File: config.mk
export PLATFORM = sky130hd
export DESIGN_NAME = ddr2_cmd_tracker
export DESIGN_NICKNAME = d
export VERILOG_FILES = /design/src/rtl/ddr2_cmd_pkg.sv /design/src/rtl/ddr2_cmd_decode.sv /design/src/rtl/ddr2_bank_slot.sv /design/src/rtl/ddr2_mode_regs.sv /design/src/rtl/ddr2_cmd_tracker.sv
export SDC_FILE = /design/constraint.sdc
export NUM_CORES = 1
export LEC_CHECK = 0
export CORE_MARGIN = 3
export CORE_UTILIZATION = 50
export CTS_CLUSTER_SIZE = 25
export DETAILED_ROUTE_END_ITERATION = 8
export PLACE_DENSITY = 0.8
export SETUP_SLACK_MARGIN = 0.3
export SYNTH_ARGS = -nofsm -noshare
export SYNTH_HDL_FRONTEND = slang
export SYNTH_SLANG_ARGS = --single-unit
File: constraint.sdc
create_clock -name clk -period 2.3 [get_ports clk]
set_input_delay 0.23 -clock clk [delete_from_list [all_inputs] [get_ports clk]]
set_output_delay 0.23 -clock clk [all_outputs]
set_load 0.03 [all_outputs]
File: src/rtl/ddr2_cmd_pkg.sv
// Shared types for the DDR2 command tracker.
// Assumes the burst-length field uses 3'b010 for four beats; any other value means eight.
package ddr2_cmd_pkg;

    typedef enum logic [2:0] {
        CMD_NOP = 3'd0,
        CMD_ACT = 3'd1,
        CMD_RD  = 3'd2,
        CMD_WR  = 3'd3,
        CMD_PRE = 3'd4,
        CMD_REF = 3'd5,
        CMD_LMR = 3'd6
    } cmd_e;

    localparam logic [2:0] BL_FIELD_FOUR = 3'b010;

    // Number of clock edges a burst occupies for a given length field
    function automatic logic [2:0] burst_edges(input logic [2:0] bl_field);
        return (bl_field == BL_FIELD_FOUR) ? 3'd2 : 3'd4;
    endfunction

endpackage

File: src/rtl/ddr2_cmd_decode.sv
// Combinational command decoder.
// Maps the chip-select and strobe levels to an operation code.
// Assumes the inputs are stable around the rising edge; a deselected chip is always a no-operation.
module ddr2_cmd_decode
    import ddr2_cmd_pkg::*;
(
    input  logic cs_n,
    input  logic ras_n,
    input  logic cas_n,
    input  logic we_n,
    output cmd_e cmd
);

    // Translate the strobe pattern into an operation
    always_comb begin
        if (cs_n) begin
            cmd = CMD_NOP;
        end else begin
            unique case ({ras_n, cas_n, we_n})
                3'b011:  cmd = CMD_ACT;
                3'b101:  cmd = CMD_RD;
                3'b100:  cmd = CMD_WR;
                3'b010:  cmd = CMD_PRE;
                3'b001:  cmd = CMD_REF;
                3'b000:  cmd = CMD_LMR;
                default: cmd = CMD_NOP;
            endcase
        end
    end

endmodule

File: src/rtl/ddr2_bank_slot.sv
// State of one bank: open flag, open row, and the auto-precharge countdown.
// Assumes the parent only raises act_i for a closed bank and col_i for an open bank.
// close_i has priority over every other request.
module ddr2_bank_slot #(
    parameter int ROW_W = 14,
    parameter int CNT_W = 3
) (
    input  logic             clk,
    input  logic             rst_n,
    input  logic             act_i,
    input  logic [ROW_W-1:0] row_i,
    input  logic             col_i,
    input  logic             ap_i,
    input  logic             close_i,
    input  logic [CNT_W-1:0] burst_i,
    output logic             open_o,
    output logic [ROW_W-1:0] row_o
);

    logic             pend_q;
    logic [CNT_W-1:0] cnt_q;

    // Track open state, row and the self-timed close
    always_ff @(posedge clk) begin
        if (!rst_n) begin
            open_o <= 1'b0;
            row_o  <= '0;
            pend_q <= 1'b0;
            cnt_q  <= '0;
        end else if (close_i) begin
            open_o <= 1'b0;
            pend_q <= 1'b0;
        end else if (act_i) begin
            open_o <= 1'b1;
            row_o  <= row_i;
        end else if (col_i && ap_i) begin
            pend_q <= 1'b1;
            cnt_q  <= burst_i;
        end else if (pend_q) begin
            if (cnt_q == CNT_W'(1)) begin
                open_o <= 1'b0;
                pend_q <= 1'b0;
            end else begin
                cnt_q <= cnt_q - CNT_W'(1);
            end
        end
    end

endmodule

File: src/rtl/ddr2_mode_regs.sv
// Bank of mode registers written by a mode-load command.
// Assumes the parent raises wr_i only when the load is legal.
module ddr2_mode_regs #(
    parameter int DATA_W = 14,
    parameter int NUM_MR = 4,
    localparam int SEL_W = $clog2(NUM_MR)
) (
    input  logic                     clk,
    input  logic                     rst_n,
    input  logic                     wr_i,
    input  logic [SEL_W-1:0]         sel_i,
    input  logic [DATA_W-1:0]        data_i,
    output logic [NUM_MR*DATA_W-1:0] regs_o
);

    for (genvar k = 0; k < NUM_MR; k++) begin : g_mr
        // Hold one mode register, loaded when selected
        always_ff @(posedge clk) begin
            if (!rst_n) begin
                regs_o[k*DATA_W +: DATA_W] <= '0;
            end else if (wr_i && (sel_i == SEL_W'(k))) begin
                regs_o[k*DATA_W +: DATA_W] <= data_i;
            end
        end
    end

endmodule

File: src/rtl/ddr2_cmd_tracker.sv
// Top of the DDR2 command decoder and bank tracker.
// Decodes each sampled command, checks it against the bank state and applies it.
// Illegal commands raise err_o for one cycle and change nothing.
// Assumes one command per clock and a synchronous active-low reset.
module ddr2_cmd_tracker
    import ddr2_cmd_pkg::*;
#(
    parameter int BANK_W = 3,
    parameter int ADDR_W = 14,
    parameter int AP_BIT = 10,
    parameter int NUM_MR = 4
) (
    input  logic                        clk,
    input  logic                        rst_n,
    input  logic                        cs_n,
    input  logic                        ras_n,
    input  logic                        cas_n,
    input  logic                        we_n,
    input  logic [BANK_W-1:0]           ba,
    input  logic [ADDR_W-1:0]           addr,
    output logic [2:0]                  cmd_o,
    output logic                        err_o,
    output logic [(1<<BANK_W)-1:0]      bank_open_o,
    output logic [(1<<BANK_W)*ADDR_W-1:0] open_rows_o,
    output logic [NUM_MR*ADDR_W-1:0]    mode_regs_o
);

    localparam int NUM_BANKS = 1 << BANK_W;
    localparam int SEL_W     = $clog2(NUM_MR);
    localparam int CNT_W     = 3;

    cmd_e             cmd_dec;
    logic             legal;
    logic             act_go;
    logic             col_go;
    logic             pre_go;
    logic             lmr_go;
    logic [CNT_W-1:0] burst_len;

    ddr2_cmd_decode u_dec (
        .cs_n  (cs_n),
        .ras_n (ras_n),
        .cas_n (cas_n),
        .we_n  (we_n),
        .cmd   (cmd_dec)
    );

    // Judge the command against the current bank state
    always_comb begin
        unique case (cmd_dec)
            CMD_ACT:         legal = !bank_open_o[ba];
            CMD_RD, CMD_WR:  legal = bank_open_o[ba];
            CMD_REF, CMD_LMR: legal = !(|bank_open_o);
            default:         legal = 1'b1;
        endcase
    end

    assign act_go    = (cmd_dec == CMD_ACT) && legal;
    assign col_go    = ((cmd_dec == CMD_RD) || (cmd_dec == CMD_WR)) && legal;
    assign pre_go    = (cmd_dec == CMD_PRE);
    assign lmr_go    = (cmd_dec == CMD_LMR) && legal;
    assign burst_len = burst_edges(mode_regs_o[2:0]);

    // Register the decoded command and the error pulse
    always_ff @(posedge clk) begin
        if (!rst_n) begin
            cmd_o <= CMD_NOP;
            err_o <= 1'b0;
        end else begin
            cmd_o <= cmd_dec;
            err_o <= !legal;
        end
    end

    for (genvar b = 0; b < NUM_BANKS; b++) begin : g_bank
        logic hit;
        assign hit = (ba == BANK_W'(b));

        ddr2_bank_slot #(
            .ROW_W (ADDR_W),
            .CNT_W (CNT_W)
        ) u_slot (
            .clk     (clk),
            .rst_n   (rst_n),
            .act_i   (act_go && hit),
            .row_i   (addr),
            .col_i   (col_go && hit),
            .ap_i    (addr[AP_BIT]),
            .close_i (pre_go && (addr[AP_BIT] || hit)),
            .burst_i (burst_len),
            .open_o  (bank_open_o[b]),
            .row_o   (open_rows_o[b*ADDR_W +: ADDR_W])
        );
    end

    ddr2_mode_regs #(
        .DATA_W (ADDR_W),
        .NUM_MR (NUM_MR)
    ) u_mr (
        .clk    (clk),
        .rst_n  (rst_n),
        .wr_i   (lmr_go),
        .sel_i  (ba[SEL_W-1:0]),
        .data_i (addr),
        .regs_o (mode_regs_o)
    );

endmodule

==> qor_table.md <==
| Step | Quantity | Value |
|---|---|---|
| clocking | Clock Tree Buf Depth | 3 |
| yosys | Cell with the most instances after synthesis | nand2_1 |
| critical path | Largest fanout on the critical path | 7 |
| layout | Number of nets in the finished design | 1329 |
| placement | I/O Buffers | 202 |
| die | Die Y | 139.3 microns |
| clocking | Htree depth | 1 |
| yosys | Sequential area share after synthesis | 47.75% |
| clocking | Clock latency on the worst-skew pair | 0.52 ns |
| min path | Worst hold-check path type | in2reg |
| die | Die footprint | 0.01941 sq mm |
| die | Std-Cell Core Area | 0.01736 sq mm |
| clocking | Clock tree from TritonCTS | built |
| global routing | Largest net degree at the start of global routing | 110 |
| detailed routing | Number of iterations in the first detailed-routing pass | 5 |
| layout | Final std cells w/o fill | 1532 |
| die | I/O pin count | 203 |
| detailed routing | Detailed-route wire length | 27.23 mm |
| sta | Slew @ Worst Pin | 0.8960 ns |
| die | Number of placement rows | 48 |
| global routing | Global-route wire length before repair | 42.81 mm |
| yosys | Most area-consuming cells after synthesis | dfxtp_1 (48%), nand2_1 (11%), a21oi_1 (7.2%) |
| layout | Share of final-layout standard cells stronger than drive strength 1 | 12.93% |
| yosys | Syn. warnings | 0 |
| critical path | Critical path required time | 2.70 ns |
| sta | Setup repair after global routing missed its margin | true |
| yosys | Number of synthesized register bits | 212 |
| critical path | Depth of the worst register-to-register path | 7 |
| sta | Setup-violating endpoint count in the final report | 0 |
| layout | Core occupancy in the finished layout | 71.76% |
| global routing | Antenna violations before repair | 0 |
| die | Overall die width | 139.3 microns |
| sta | Timing-limited maximum frequency | 0.5011 GHz |
| detailed routing | # DRC | 0 |
| pwr | Overall Power | 8.018 mW |
| sta | Clock Skews | 0.007794 ns |
| sta | Final worst path period need | 1.996 ns |
| layout | Area delta synth->final | 40.13% |
| pwr | Peak VDD IR | 0.6074 mV |
| yosys | Post-Syn Nets | 1106 |
| sta | Count of pins over their slew limit | 0 |
| placement | RD Place Congestion | 0.9193 |
| detailed routing | Drt via density | 5.522 |
| yosys | Leading area contributor after synthesis | dfxtp_1 |
| yosys | Share of flip-flops with an asynchronous set or reset after synthesis | 0% |
| yosys | Number of flops mapped to enable cells by yosys | 0 |
| detailed routing | Final routed wire length divided by cell count | 17.78 microns |
| critical path | CP Launch Type | flip-flop |
| global routing | Leftover overflow at the end of global routing | 0 |
| sta | Post-route fraction of the period consumed by the critical path | 86.77% |
| detailed routing | Vias | 8459 |
| clocking | Number of sinks driven by the clock tree | 212 |
| pwr | Reported leakage power | 4.478 nW |
| status | Status | finished clean |
| critical path | Critical Setup Path Class | reg2reg |
| layout | Inserted Diodes | 0 |
| yosys | Average cell area after synthesis | 8.330 sq um |
| detailed routing | 1st-iter DRT viols | 556 |
| clocking | Clk Tree Root Cell | clkbuf_16 |
| clocking | Number of buffers inserted during clock tree synthesis | 23 |
| clocking | Clock slew at reported path FFs | 0.06 ns |
| yosys | Netlist area before placement | 0.008889 sq mm |
| pwr | Power Dens Cells | 643.7 mW/mm^2 |
| placement | DPL Wire Length | 18.14 mm |
| min path | Number of cells traversed by the worst hold path | 3 |
| global routing | Via count of the first global-routing pass | 8157 |
| layout | Number of fill cells in the layout | 1335 |
| critical path | Critical path data arrival time | 2.39 ns |
| detailed routing | ANT nets after route | 0 |
| global routing | GRT Overall Usage | 26.61% |
| yosys | Commonest cells in the netlist | nand2_1 (254), dfxtp_1 (212), a21oi_1 (128) |
| placement | Inst Count DP | 1478 |
| sta | Final Hold Violating Endpoints | 0 |
| yosys | Cell variety after synth | 72 |
| die | Initial cell density of the core | 51.21% |
| yosys | Ys flop type | dfxtp_1 |
| critical path | Category of the worst setup path capture point | flip-flop |
| flow run | Max Cap Violations | 0 |
| sta | Relative slew slack | 40.08% |
| yosys | Top-area cell type share of the netlist area | 47.75% |
| yosys | Gate count of the mapped netlist | 1067 |
[power by group]
part	total (mW)	internal (mW)	leakage, nW	switching, mW
clock	3.83	2.28	0.398	1.55
sequential	3.70	3.69	1.71	0.0112
combinational	0.489	0.172	2.37	0.317
[critical path: stages (launching register included)]
cell,delay [ns]
dfxtp_4,0.37
nor4_4,0.26
nand4b_1,0.21
or2_4,0.32
nor3_4,0.23
clkbuf_16,0.22
mux2i_1,0.20
nor2_1,0.06
[kinds of logic (layout without fill, tap and decap cells)]
group                    Yosys count  in the layout  synth area share (%)
AND/OR/NAND/NOR                  450            450                 23.13
AO/OA/AOI/OAI                    230            230                 15.82
flip-flops                       212            212                 47.75
buffers and inverters            114            354                 5.912
multiplexers                      45             45                 5.138
adder cells (fa/ha/maj)           16             16                 2.252
[layer usage]
layer	track usage, %	vias up	part of all wire, %
met1	33.57	4014	41
met4	7.158	0	2.7
met2	44.05	317	47
met5	0	-	0
li1	-	4082	-
met3	8.660	46	9.5
[worst paths after layout]
path / from / end / slack, ns
min: rst_n / g_bank[7].u_slot.open_o$_SDFFE_PP0P_ / 0.14
max: g_bank[0].u_slot.open_o$_SDFFE_PP0P_ / u_mr.regs_o[37]$_SDFFE_PN0P_ / 0.30
min reg2reg: g_bank[4].u_slot.row_o[0]$_SDFFE_PN0P_ / g_bank[4].u_slot.row_o[0]$_SDFFE_PN0P_ / 0.45
max reg2reg: g_bank[0].u_slot.open_o$_SDFFE_PP0P_ / u_mr.regs_o[37]$_SDFFE_PN0P_ / 0.30
[timing repair]
item	in CTS	in global routing
setup buffers	3	8
pin swaps	2	7
cloned	0	1
endpoints found under the setup margin	73	102
gates resized for setup	9	21
hold buffers	0	0
[sequential cells by signal, summed over array words and instances, names as in the netlist]
name                  cells
err_o                     1
u_mr.regs_o              56
g_bank.u_slot.open_o      8
g_bank.u_slot.cnt_q      24
g_bank.u_slot.pend_q      8
g_bank.u_slot.row_o     112
cmd_o                     3
[placed cells by master (no fill, tap or decap), types with 5 or more instances in the layout]
cell type / count
and3_1: 7
nor3_1: 10
clkbuf_8: 6
o21ai_0: 45
clkdlybuf4s50_1: 198
or3_1: 5
ha_1: 16
nand3_1: 47
nand2_1: 254
clkbuf_16: 24
dfxtp_1: 207
buf_4: 72
nand4_1: 5
mux2i_1: 42
inv_1: 25
a21oi_1: 125
nand2b_1: 9
nor3b_1: 5
buf_12: 10
nand4b_1: 5
nor2_1: 63
clkinv_2: 5
o21a_1: 5
[area by class of cell]
class / instances / area [sq um] / area share, %
sequential: 212 / 4253 / 34.14
multi-input combinational: 741 / 4227 / 33.93
timing repair buffer: 286 / 2794 / 22.43
clock buffer: 30 / 661.9 / 5.314
tap: 225 / 281.5 / 2.260
clock inverter: 12 / 138.9 / 1.115
inverter: 26 / 100.1 / 0.8036
[stage by stage]
stage / hold slack [ns] / TNS, ns / worst slack (ns) / instance area [sq um]
4_1_cts: 0.1303 / 0 / 0.3011 / 12290
2_1_floorplan: 0.3865 / 0 / 0.3289 / 8889
5_1_grt: 0.1665 / 0 / 0.2273 / 12460
3_5_place_dp: 0.4456 / -20.65 / -0.3572 / 11420
6_report: 0.1414 / 0 / 0.3042 / 12460
3_3_place_gp: 0.4371 / -15.72 / -0.3186 / 11420
Power figures use the tool's default switching activity.
